$ cat src/rtl/ppsalign_pkg.sv
package ppsalign_pkg;

   typedef enum logic [1:0] {
      ST_IDLE  = 2'd0,
      ST_ARMED = 2'd1,
      ST_PULSE = 2'd2,
      ST_DONE  = 2'd3
   } sync_state_e;

endpackage

$ cat src/rtl/ppsalign_edge.sv
// Level synchronizer (optional) plus one-cycle rising-edge pulse.
module ppsalign_edge #(
   parameter int STAGES = 2
) (
   input  logic clk,
   input  logic rst_n,
   input  logic d_i,
   output logic lvl_o,
   output logic rise_o
);

   logic prev_q;

   generate
      if (STAGES == 0) begin : g_direct
         assign lvl_o = d_i;
      end else begin : g_sync
         logic [STAGES-1:0] sh_q;
         always_ff @(posedge clk or negedge rst_n) begin
            if (!rst_n) begin
               sh_q <= '0;
            end else begin
               sh_q[0] <= d_i;
               for (int i = 1; i < STAGES; i++) begin
                  sh_q[i] <= sh_q[i-1];
               end
            end
         end
         assign lvl_o = sh_q[STAGES-1];
      end
   endgenerate

   always_ff @(posedge clk or negedge rst_n) begin
      if (!rst_n) prev_q <= 1'b0;
      else        prev_q <= lvl_o;
   end

   assign rise_o = lvl_o & ~prev_q;

   // the edge pulse lasts exactly one cycle
   assert_rise_single_R12: assert property (@(posedge clk) disable iff (!rst_n)
      rise_o |=> !rise_o);

endmodule

$ cat src/rtl/ppsalign_timer.sv
// Pulse-length counter: runs while enabled, cleared otherwise.
module ppsalign_timer #(
   parameter int unsigned PULSE_CYCLES = 400000
) (
   input  logic clk,
   input  logic rst_n,
   input  logic en_i,
   output logic last_o
);

   localparam int unsigned CW = (PULSE_CYCLES > 1) ? $clog2(PULSE_CYCLES) : 1;
   localparam logic [CW-1:0] LAST_VAL = CW'(PULSE_CYCLES - 1);

   logic [CW-1:0] cnt_q;

   always_ff @(posedge clk or negedge rst_n) begin
      if (!rst_n)     cnt_q <= '0;
      else if (!en_i) cnt_q <= '0;
      else            cnt_q <= cnt_q + 1'b1;
   end

   assign last_o = en_i && (cnt_q == LAST_VAL);

   // the counter never runs past the programmed length
   assert_cnt_bound_R4: assert property (@(posedge clk) disable iff (!rst_n)
      en_i |-> (cnt_q <= LAST_VAL));

endmodule

$ cat src/rtl/ppsalign_fsm.sv
module ppsalign_fsm
   import ppsalign_pkg::*;
(
   input  logic        clk,
   input  logic        rst_n,
   input  logic        clr_i,
   input  logic        trig_rise_i,
   input  logic        trig_lvl_i,
   input  logic        pps_rise_i,
   input  logic        last_i,
   output logic        pulse_o,
   output logic        sync_o,
   output logic        busy_o,
   output logic        done_o
);

   sync_state_e state_q, state_d;
   logic        done_q;

   always_comb begin
      state_d = state_q;
      unique case (state_q)
         ST_IDLE:  if (trig_rise_i) state_d = ST_ARMED;
         ST_ARMED: if (pps_rise_i)  state_d = ST_PULSE;
         ST_PULSE: if (last_i)      state_d = ST_DONE;
         ST_DONE:  if (!trig_lvl_i) state_d = ST_IDLE;
         default:                   state_d = ST_IDLE;
      endcase
      if (clr_i) state_d = ST_IDLE;
   end

   always_ff @(posedge clk or negedge rst_n) begin
      if (!rst_n) begin
         state_q <= ST_IDLE;
         done_q  <= 1'b0;
      end else begin
         state_q <= state_d;
         if (clr_i)                                 done_q <= 1'b0;
         else if (state_q == ST_PULSE && last_i)    done_q <= 1'b1;
         else if (state_q == ST_IDLE && trig_rise_i) done_q <= 1'b0;
      end
   end

   assign pulse_o = (state_q == ST_PULSE);
   assign sync_o  = pulse_o;
   assign busy_o  = (state_q == ST_ARMED) || (state_q == ST_PULSE);
   assign done_o  = done_q;

   // an idle trigger edge arms the block
   assert_arm_on_trig_R2: assert property (@(posedge clk) disable iff (!rst_n)
      (state_q == ST_IDLE && trig_rise_i && !clr_i) |=> busy_o);

   // a pulse only starts from the armed state on a PPS edge
   assert_pulse_from_pps_R3: assert property (@(posedge clk) disable iff (!rst_n)
      $rose(sync_o) |-> $past(state_q == ST_ARMED && pps_rise_i));

   // the pulse ends only at terminal count or by a clear
   assert_pulse_len_R4: assert property (@(posedge clk) disable iff (!rst_n)
      $fell(sync_o) |-> $past(last_i || clr_i));

   // trigger activity cannot disturb a running pulse
   assert_pulse_hold_R6: assert property (@(posedge clk) disable iff (!rst_n)
      (state_q == ST_PULSE && !last_i && !clr_i) |=> sync_o);

   // done is sticky
   assert_done_sticky_R7: assert property (@(posedge clk) disable iff (!rst_n)
      (done_o && !clr_i && !(state_q == ST_IDLE && trig_rise_i)) |=> done_o);

   // no re-arm while the trigger is held high after a pulse
   assert_one_shot_R8: assert property (@(posedge clk) disable iff (!rst_n)
      (state_q == ST_DONE && trig_lvl_i && !clr_i) |=> (state_q == ST_DONE));

   // clear returns everything to idle
   assert_clear_R9: assert property (@(posedge clk) disable iff (!rst_n)
      clr_i |=> (!sync_o && !busy_o && !done_o));

endmodule

$ cat src/rtl/ppsalign_sync_gen.sv
module ppsalign_sync_gen #(
   parameter int unsigned CLK_HZ       = 200_000_000,
   parameter int unsigned PULSE_CYCLES = 400_000,
   parameter int          PPS_STAGES   = 2,
   parameter int          TRIG_STAGES  = 2
) (
   input  logic clk,
   input  logic rst_n,
   input  logic cnt_clr_i,
   input  logic trig_i,
   input  logic pps_i,
   output logic sync_o,
   output logic busy_o,
   output logic done_o
);

   localparam int unsigned MIN_CYCLES = CLK_HZ / 1000;

   // refuse a pulse shorter than 1 ms
   generate
      if (PULSE_CYCLES < MIN_CYCLES) begin : g_bad_len
         $error("ppsalign_sync_gen: PULSE_CYCLES below 1 ms (R5)");
      end
      if (PPS_STAGES < 2) begin : g_bad_pps
         $error("ppsalign_sync_gen: PPS needs at least two synchronizer stages");
      end
      if (TRIG_STAGES < 0) begin : g_bad_trig
         $error("ppsalign_sync_gen: TRIG_STAGES must be non-negative");
      end
   endgenerate

   logic pps_lvl, pps_rise;
   logic trig_lvl, trig_rise;
   logic pulse_en, tmr_last;

   ppsalign_edge #(.STAGES(PPS_STAGES)) u_pps_edge (
      .clk    (clk),
      .rst_n  (rst_n),
      .d_i    (pps_i),
      .lvl_o  (pps_lvl),
      .rise_o (pps_rise)
   );

   ppsalign_edge #(.STAGES(TRIG_STAGES)) u_trig_edge (
      .clk    (clk),
      .rst_n  (rst_n),
      .d_i    (trig_i),
      .lvl_o  (trig_lvl),
      .rise_o (trig_rise)
   );

   ppsalign_timer #(.PULSE_CYCLES(PULSE_CYCLES)) u_timer (
      .clk    (clk),
      .rst_n  (rst_n),
      .en_i   (pulse_en && !cnt_clr_i),
      .last_o (tmr_last)
   );

   ppsalign_fsm u_fsm (
      .clk         (clk),
      .rst_n       (rst_n),
      .clr_i       (cnt_clr_i),
      .trig_rise_i (trig_rise),
      .trig_lvl_i  (trig_lvl),
      .pps_rise_i  (pps_rise),
      .last_i      (tmr_last),
      .pulse_o     (pulse_en),
      .sync_o      (sync_o),
      .busy_o      (busy_o),
      .done_o      (done_o)
   );

   // an idle block never pulses, whatever PPS does
   assert_idle_quiet_R10: assert property (@(posedge clk) disable iff (!rst_n)
      (!busy_o && !cnt_clr_i) |=> !sync_o);

   // sync high implies busy
   assert_sync_busy_R11: assert property (@(posedge clk) disable iff (!rst_n)
      sync_o |-> busy_o);

   logic unused_lvl;
   assign unused_lvl = pps_lvl;

endmodule

$ cat config.mk
export PLATFORM = sky130hd
export DESIGN_NAME = ppsalign_sync_gen
export DESIGN_NICKNAME = d
export VERILOG_FILES = /design/src/rtl/ppsalign_pkg.sv /design/src/rtl/ppsalign_edge.sv /design/src/rtl/ppsalign_timer.sv /design/src/rtl/ppsalign_fsm.sv /design/src/rtl/ppsalign_sync_gen.sv
export SDC_FILE = /design/constraint.sdc
export NUM_CORES = 1
export LEC_CHECK = 0
export ABC_AREA = 1
export CAP_MARGIN = 20
export CORE_ASPECT_RATIO = 1.25
export CORE_MARGIN = 2
export CORE_UTILIZATION = 25
export CTS_CLUSTER_DIAMETER = 40
export DETAILED_ROUTE_END_ITERATION = 7
export MAX_ROUTING_LAYER = met4
export PLACE_DENSITY = 0.46
export SYNTH_ARGS = -nofsm -noshare
export SYNTH_HDL_FRONTEND = slang
export SYNTH_HIERARCHICAL = 1
export SYNTH_SLANG_ARGS = --single-unit
$ cat constraint.sdc
create_clock -name clk -period 5.79 [get_ports clk]
set_clock_uncertainty 0.1 [all_clocks]
set_input_delay 1.4475 -clock clk [delete_from_list [all_inputs] [get_ports clk]]
set_output_delay 1.4475 -clock clk [all_outputs]
set_load 0.02 [all_outputs]
==> impl_metrics.ini, run 1 <==
[run_status]
status = complete, no violations

[cts]
clkLatencyLatePin_ns = 0.27
clockRootBuffer = clkbuf_8
post_cts_buffers = 0
ctsHoldBuffers = 0
postCtsResizedCells = 0
clock_sinks = 28
path_clk_slew_ns = 0.09
cts_tree = yes
htree_levels = 1
numCtsBuffers = 3
clock_path_buffers = 2

[yosys]
ys_warn_count = 6
synth.area.mux_share = 0
synth-seq-cells = 28
syn_nets = 211
synthFlopType = dfrtp_1
synth-edff-count = 0
synthSimpleGateAreaFrac = 0.348
syn_inst = 199
synth_cell_type_count = 23
yosys.area_share.adder = 0.0563
synth_top_family_by_area = simple AND/OR/NAND/NOR gates
syn_area_um2 = 1560
avgSynthCellArea_um2 = 7.82
seq_area_frac_synth = 0.450
synthArstFlopShare = 1.00
synth_xor_area_frac = 0
synth-compound-area-share = 0.0820

[grt]
grt_usage = 0.108
grt_pass1_vias = 1255
grt_pass1_wl_um = 5670
antenna_found_initial = 0
grt.overflow.total = 0
grt_max_degree = 29

[detailed_routing]
drt_iter0_markers = 70
drt-vias-per-instance = 4.16
num_vias = 1218
ant_nets = 0
wl_per_cell_um = 10.5
firstDrtPassIters = 4
drcViolationCount = 0
routed_wl_um = 3090

[layout]
nets = 222
antenna_cells = 0
final_cells = 293
drive_gt1_frac = 0.125
area_growth_pct = 13.7
final_util = 0.291
final_area_um2 = 1770

[placed_design]
place_area_um2 = 1730
port_buffers = 7
place.gp.congestion = 0.816
place_inst = 290
place_hpwl_um = 2450

[sta]
tightest_slew_ns = 0.560
fin_tns_setup_ns = 0
finalSetupViolCount = 0
fin_crit_sh = 0.583
hold_violations = 0
rsz0062_at_grt = no
period_needed_ns = 3.38
slew_headroom = 0.626
fmax_mhz = 296
slew_viol_final = 0

[setup_path]
crit_end = u_fsm/state_q[1]
end_kind = flop
worst_ep_arrival_time_ns = 3.44
critPathMaxStageDelay_ns = 0.55
ff2ff_setup_slack_ns = 3.47
crit_start = cnt_clr_i
rr_startpoint = u_fsm/state_q[0]
critPathMaxFanout = 16
critPathSlowestCell = clkdlybuf4s50_1
path_class = in -> reg
r2r_end = u_fsm/state_q[1]
crit_chain = clkdlybuf4s50_1 > nor2_2 > nand2_1 > nor3_1 > nand3_1 > nor2_1 > nor2_1 > nand2_1 > nand2_2 > o21ai_1 > nand2_1
worstPathRequired_ns = 5.85
reg2reg_depth = 13
cp_common_cell = nand2_1
cp-start-kind = input port

[floorplanning]
dieArea_um2 = 6880
io_pins = 8
fp-row-count = 32
initial_core_util = 0.256
die_h_um = 92.2
die-width_um = 74.6
core-area_um2 = 6090

[min_path]
hold_class = reg -> reg
whs_path_depth = 0

[job]
maxCapViolCount = 0

[power_and_ir_drop]
leakagePower_nw = 0.724
p_per_area_nw_per_um2 = 231
peakVddDrop_mv = 0.0974
-- metrics by stage --
| step | setup slack (ns) | hold slack [ns] | total power [mW] |
|---|---|---|---|
| 2_1_floorplan | 3.23 | 0.231 | 0.281 |
| 3_3_place_gp | 2.19 | 0.234 | 0.310 |
| 3_5_place_dp | 2.11 | 0.247 | 0.310 |
| 4_1_cts | 2.40 | 0.268 | 0.419 |
| 5_1_grt | 2.20 | 0.272 | 0.438 |
| 6_report | 2.41 | 0.263 | 0.409 |
-- logic make-up after synthesis --
logic type,Yosys count
AND/OR/NAND/NOR,116
flip-flops,28
buffers and inverters,25
AO/OA/AOI/OAI,23
adder cells (fa/ha/maj),7
-- flip-flops by register name, summed over array words and instances (netlist names) --
register                 flops
u_fsm/state_q                2
u_timer/cnt_q               19
u_pps_edge/g_sync.sh_q       2
u_fsm/done_o                 1
u_pps_edge/prev_q            1
u_trig_edge/prev_q           1
u_trig_edge/g_sync.sh_q      2
-- report_power, final --
part	leakage (nW)	internal, mW	switching (mW)	total [mW]
registers	0.375	0.204	0.00840	0.213
logic	0.327	0.0368	0.0553	0.0921
clock network	0.0216	0.0467	0.0579	0.105
total	0.724	0.288	0.122	0.409
-- cell usage in the layout (no fill, tap or decap), types with 2 or more instances in the layout --
cell,netlist,final
o21ai_0,6,6
inv_1,22,22
clkbuf_8,0,3
dfrtp_1,28,28
nor2_4,5,5
nor2_1,34,34
nand4_1,2,2
nand3_1,7,7
nand2_2,6,6
nand2_1,46,46
ha_1,7,7
nor2_2,6,6
a21oi_1,10,10
o21ai_1,4,4
clkdlybuf4s50_1,0,7
nor3_1,7,7
-- layer usage --
metal / GRT usage / vias to the layer above / wire length (µm)
li1: - / 638 / -
met1: 0.131 / 568 / 1380
met2: 0.179 / 10 / 1610
met3: 0.0132 / 2 / 52
met4: 0.0446 / 0 / 41
met5: - / - / 0
-- area by class of cell --
| type | instances | area [µm²] |
|---|---|---|
| fill | 701 | 4320 |
| multi-input combinational | 146 | 757 |
| sequential | 28 | 701 |
| tap | 85 | 106 |
| inverter | 23 | 86.3 |
| timing repair buffer | 8 | 77.6 |
| clock buffer | 3 | 41.3 |
-- synth_stat cells, types with 2 or more instances --
cell	instances	area [µm²]
nand2_1	46	173
nor2_1	34	128
dfrtp_1	28	701
inv_1	22	82.6
a21oi_1	10	50.1
ha_1	7	87.6
nand3_1	7	35.0
nor3_1	7	35.0
nand2_2	6	37.5
nor2_2	6	37.5
o21ai_0	6	30.0
nor2_4	5	56.3
o21ai_1	4	20.0
nand4_1	2	12.5
-- how the worst min path moves through the flow --
stage / startpoint / end / slack [ns]
global placement: u_trig_edge/g_sync.sh_q[0] / u_trig_edge/g_sync.sh_q[1] / 0.23
CTS: u_pps_edge/g_sync.sh_q[0] / u_pps_edge/g_sync.sh_q[1] / 0.27
floorplan: u_pps_edge/g_sync.sh_q[0] / u_pps_edge/g_sync.sh_q[1] / 0.23
finish: u_trig_edge/g_sync.sh_q[0] / u_trig_edge/g_sync.sh_q[1] / 0.26
detailed placement: u_pps_edge/g_sync.sh_q[0] / u_pps_edge/g_sync.sh_q[1] / 0.25
global route: u_pps_edge/g_sync.sh_q[0] / u_pps_edge/g_sync.sh_q[1] / 0.27
-- critical path, delay by kind of cell --
family                 cells  cell delay (ns)
AOI/OAI and AO/OA          1             0.14
buffers and inverters      1             0.55
and+or+nand+nor            9             1.30
No activity file was read; power rests on OpenSTA's default activity.
==> inputs of run 2 (changes only) <==
--- a/config.mk
+++ b/config.mk
@@ -13,7 +13,7 @@
 export CTS_CLUSTER_DIAMETER = 40
 export DETAILED_ROUTE_END_ITERATION = 7
 export MAX_ROUTING_LAYER = met4
-export PLACE_DENSITY = 0.46
+export PLACE_DENSITY = 0.47
 export SYNTH_ARGS = -nofsm -noshare
 export SYNTH_HDL_FRONTEND = slang
 export SYNTH_HIERARCHICAL = 1
==> constraint.sdc (replaced) <==
create_clock -name clk -period 3.1 [get_ports clk]
set_clock_uncertainty 0.1 [all_clocks]
set_input_delay 0.775 -clock clk [delete_from_list [all_inputs] [get_ports clk]]
set_output_delay 0.775 -clock clk [all_outputs]
set_load 0.02 [all_outputs]
==> run 2 against run 1 <==
Net effect: design area increased by 0.42%; via count rose by 0.25%; clock power is 88% higher; first-iteration DRC count shrank 13%; global-route usage rose by 0.38 points; combinational power rose by 91%; sequential cell count is the same; routed wire length rose by 3.7%; critical path type is now reg -> out; critical endpoint is now busy_o; largest cell class unchanged.
==> impl_metrics.ini, run 2 (synthesis gave the netlist of run 1 again) <==
[layout]
multiInputGateArea_um2 = 757
area_growth_pct = 14.1
regMostFlops = u_timer/cnt_q
ff_latch_area_um2 = 701
final_common_cell = nand2_1
fillers = 688
final_cells = 294
final_area_um2 = 1780
layout_common_cells = 46 x nand2_1, 34 x nor2_1, 28 x dfrtp_1, 22 x inv_1, 10 x a21oi_1
antenna_cells = 0
drive_gt1_frac = 0.129
largest_reg_flops = 19
nets = 223

[sta]
fin_tns_setup_ns = 0
tightest_slew_ns = 0.362
period_needed_ns = 2.56
slew_headroom = 0.759
fmax_mhz = 391
slew_viol_final = 0
finalSetupViolCount = 0
fin_crit_sh = 0.825
rsz0062_at_grt = no
hold_violations = 0
holdWs_ns = 0.255

[setup_path]
end_kind = output pin
ff2ff_setup_slack_ns = 1.10
worst_ep_arrival_time_ns = 1.68
cp-start-kind = flop
crit_chain = inv_1 > ha_1 > clkdlybuf4s50_1
path_class = reg -> out
worstPathRequired_ns = 2.22
critPathSlowestCell = clkdlybuf4s50_1
critPathMaxStageDelay_ns = 0.60
critPathMaxFanout = 4

[floorplanning]
initial_core_util = 0.256
die-width_um = 74.6
core-area_um2 = 6090
io_pins = 8
fp-row-count = 32
dieArea_um2 = 6880
die_h_um = 92.2

[cts]
numCtsBuffers = 3
clkLatencyLatePin_ns = 0.27
ctsHoldBuffers = 0
cts_tree = yes
clock_sinks = 28
clock_path_buffers = 2
postCtsResizedCells = 0
post_cts_buffers = 0
htree_levels = 1
clockRootBuffer = clkbuf_8
path_clk_slew_ns = 0.09

[power_and_ir_drop]
leakagePower_nw = 0.729
p_per_area_nw_per_um2 = 434
combPwrFrac = 0.228
peakVddDrop_mv = 0.144
clock_power_share = 0.255
total_power_mw = 0.772
pwr-share-seq = 0.517
internal_power_mw = 0.539
swShare = 0.301
p_sw_mw = 0.232

[grt]
antenna_found_initial = 0
grt.overflow.total = 0
grt_pass1_vias = 1261
grt_max_degree = 29
grt_pass1_wl_um = 5730
grt_usage = 0.112

[detailed_routing]
wl_per_cell_um = 10.9
ant_nets = 0
routed_wl_um = 3200
drcViolationCount = 0
firstDrtPassIters = 4
drt_iter0_markers = 61
num_vias = 1221
drt-vias-per-instance = 4.15

[min_path]
hold_class = reg -> reg

[run_status]
status = complete, no violations

[placed_design]
place_inst = 291
place.gp.congestion = 0.802
port_buffers = 7
place_area_um2 = 1740
place_hpwl_um = 2470

[job]
maxCapViolCount = 0
run 2: layout make-up:
class                      count  area share
tap                           85      0.0599
timing repair buffer           9      0.0479
inverter                      23      0.0486
multi-input combinational    146       0.426
clock buffer                   3      0.0232
sequential                    28       0.394
run 2: routing by layer:
layer,track usage,wire length [µm],up-vias
li1,-,-,647
met1,0.134,1470,546
met2,0.178,1540,19
met3,0.0132,67,9
met4,0.0640,127,0
met5,-,0,-
run 2: path summary, 6_finish.rpt:
check | from | end | depth (start not counted)
max in group asynchronous | rst_n | u_trig_edge/g_sync.sh_q[1] | 2
min reg2reg | u_trig_edge/g_sync.sh_q[0] | u_trig_edge/g_sync.sh_q[1] | 0
min in group asynchronous | rst_n | u_timer/cnt_q[3] | 2
min | u_trig_edge/g_sync.sh_q[0] | u_trig_edge/g_sync.sh_q[1] | 0
max reg2reg | u_fsm/state_q[0] | u_fsm/state_q[1] | 13
max | u_fsm/state_q[0] | busy_o | 3
run 2: stage by stage:
| stage | utilization | worst slack, ns |
|---|---|---|
| final | 0.292 | 0.542 |
| after CTS | 0.292 | 0.514 |
| after global routing | 0.292 | 0.435 |
| after detailed placement | 0.285 | 0.466 |
| after floorplan | - | 1.21 |
| after global placement | 0.285 | 0.594 |
run 2: power by group through the flow:
stage / clock network [mW] / logic (mW) / registers (mW)
5_1_grt: 0.223 / 0.200 / 0.402
3_3_place_gp: 0 / 0.177 / 0.407
2_1_floorplan: 0 / 0.124 / 0.401
4_1_cts: 0.211 / 0.178 / 0.400
6_report: 0.197 / 0.176 / 0.399
3_5_place_dp: 0 / 0.177 / 0.407
run 2: critical path: cells and delay by family, from the launching register on:
family	cells	cell delay (ns)
adders and majority gates	1	0.30
buffers and inverters	2	0.70
DFF	1	0.42
==> inputs of run 3 (changes only) <==
--- a/config.mk
+++ b/config.mk
@@ -13,7 +13,7 @@
 export CTS_CLUSTER_DIAMETER = 40
 export DETAILED_ROUTE_END_ITERATION = 7
 export MAX_ROUTING_LAYER = met4
-export PLACE_DENSITY = 0.47
+export PLACE_DENSITY = 0.46
 export SYNTH_ARGS = -nofsm -noshare
 export SYNTH_HDL_FRONTEND = slang
 export SYNTH_HIERARCHICAL = 1
==> constraint.sdc (replaced) <==
create_clock -name clk -period 2.5 [get_ports clk]
set_clock_uncertainty 0.1 [all_clocks]
set_input_delay 0.625 -clock clk [delete_from_list [all_inputs] [get_ports clk]]
set_output_delay 0.625 -clock clk [all_outputs]
set_load 0.02 [all_outputs]
==> run 3 against run 2 <==
Net effect: setup slack got worse by 0.43 ns; combinational power up 25%; largest cell class unchanged; core utilization up 0.14 points.
==> impl_metrics.ini, run 3 (synthesis gave the netlist of run 1 again) <==
[cts]
numCtsBuffers = 3
post_cts_buffers = 0
cts_tree = yes
clkLatencyLatePin_ns = 0.28
htree_levels = 1
clock_path_buffers = 2
clock_sinks = 28
clockRootBuffer = clkbuf_8
path_clk_slew_ns = 0.09

[grt]
antenna_found_initial = 0
grt_pass1_vias = 1273
grt_usage = 0.110
grt_pass1_wl_um = 5710
grt_max_degree = 29
grt.overflow.total = 0

[setup_path]
r2r_end = u_fsm/state_q[1]
critPathMaxFanout = 4
reg2reg_depth = 13
cp_num_buf_inv = 2
worst_ep_arrival_time_ns = 1.66
end_kind = output pin
critPathMaxStageDelay_ns = 0.60
worstPathRequired_ns = 1.77
path_depth = 3
cpLargestDelayFamily = buffers and inverters
cp-start-kind = flop
critPathSlowestCell = clkdlybuf4s50_1
path_class = reg -> out
crit_chain = inv_1 > ha_1 > clkdlybuf4s50_1
rr_startpoint = u_fsm/state_q[0]
ff2ff_setup_slack_ns = 0.58

[layout]
final_util = 0.293
antenna_cells = 0
layout_common_cells = 46 x nand2_1, 34 x nor2_1, 27 x dfrtp_1, 22 x inv_1, 10 x a21oi_1
largest_reg_flops = 19
nets = 224
final_common_cell = nand2_1
area_growth_pct = 14.7
drive_gt1_frac = 0.138
fillers = 694
regMostFlops = u_timer/cnt_q

[min_path]
hold_class = reg -> reg
hold_start = u_trig_edge/g_sync.sh_q[0]
hold_end = u_trig_edge/g_sync.sh_q[1]
whs_path_depth = 0

[floorplanning]
die_h_um = 92.2
die-width_um = 74.6
core-area_um2 = 6090
io_pins = 8
initial_core_util = 0.256
dieArea_um2 = 6880
fp-row-count = 32

[detailed_routing]
drt_iter0_markers = 58
drcViolationCount = 0
routed_wl_um = 3170
ant_nets = 0
drt-vias-per-instance = 4.18
firstDrtPassIters = 4
wl_per_cell_um = 10.7
num_vias = 1232

[power_and_ir_drop]
peakVddDrop_mv = 0.250
combPwrFrac = 0.229
p_sw_mw = 0.290
swShare = 0.301
pwr-share-seq = 0.513
internal_power_mw = 0.671
leakagePower_nw = 0.733
clock_power_share = 0.257
p_per_area_nw_per_um2 = 538

[placed_design]
port_buffers = 7
place.gp.congestion = 0.814
dp_slack_ns = 0.254
place_hpwl_um = 2420

[sta]
tightest_slew_ns = 0.377
fmax_mhz = 419
slew_headroom = 0.749
rsz0062_at_grt = no
finalWorstSetupSlack_ns = 0.111
fin_crit_sh = 0.955
fin_tns_setup_ns = 0
hold_violations = 0
slew_viol_final = 0
period_needed_ns = 2.39
finalSetupViolCount = 0

[run_status]
status = complete, no violations

[job]
maxCapViolCount = 0
[run 3: cell types whose count changed in the layout (fill, tap and decap cells not counted)]
cell     before  now
dfrtp_1      28   27
buf_4         2    3
dfrtp_2       0    1
[run 3: power groups by stage]
stage / Sequential [mW] / Clock [mW] / Combinational (mW)
after floorplan: 0.498 / 0 / 0.154
after global placement: 0.502 / 0 / 0.224
after detailed placement: 0.502 / 0 / 0.223
after CTS: 0.493 / 0.261 / 0.225
after global routing: 0.500 / 0.278 / 0.257
final: 0.493 / 0.247 / 0.220
[run 3: layout make-up]
class                           instances  area [µm²]  share of cell area
Multi-Input combinational cell        146         757               0.424
Sequential cell                        28         702               0.393
Tap cell                               85         106              0.0596
Timing Repair Buffer                   10        92.6              0.0519
Inverter                               23        86.3              0.0484
Clock buffer                            3        41.3              0.0231
[run 3: what timing repair did]
| action | CTS | global route |
|---|---|---|
| setup endpoints to repair | 0 | 1 |
| resized for setup | 0 | 1 |
| hold buffers | 0 | 0 |
[run 3: how the worst max path moves through the flow]
stage	slack, ns	end	startpoint
finish	0.11	busy_o	u_fsm/state_q[0]
global placement	0.31	u_fsm/state_q[0]	cnt_clr_i
detailed placement	0.25	u_fsm/state_q[1]	cnt_clr_i
global route	0.002	busy_o	u_fsm/state_q[0]
CTS	0.08	busy_o	u_fsm/state_q[1]
floorplan	0.69	u_fsm/state_q[0]	u_fsm/state_q[0]
[run 3: per-layer routing]
| metal | up-vias | track usage | part of all wire |
|---|---|---|---|
| met5 | - | - | 0 |
| met4 | 0 | 0.0521 | 0.023 |
| met3 | 5 | 0.0132 | 0.015 |
| met2 | 11 | 0.183 | 0.48 |
| met1 | 571 | 0.130 | 0.48 |
| li1 | 645 | - | - |
[run 3: per-stage QoR]
stage | std cells | cell area, µm² | hold slack, ns | power [mW]
floorplan | 199 | 1560 | 0.229 | 0.652
global placement | 292 | 1740 | 0.235 | 0.726
detailed placement | 292 | 1740 | 0.237 | 0.725
CTS | 295 | 1780 | 0.259 | 0.979
global route | 295 | 1790 | 0.266 | 1.03
finish | 295 | 1790 | 0.256 | 0.961
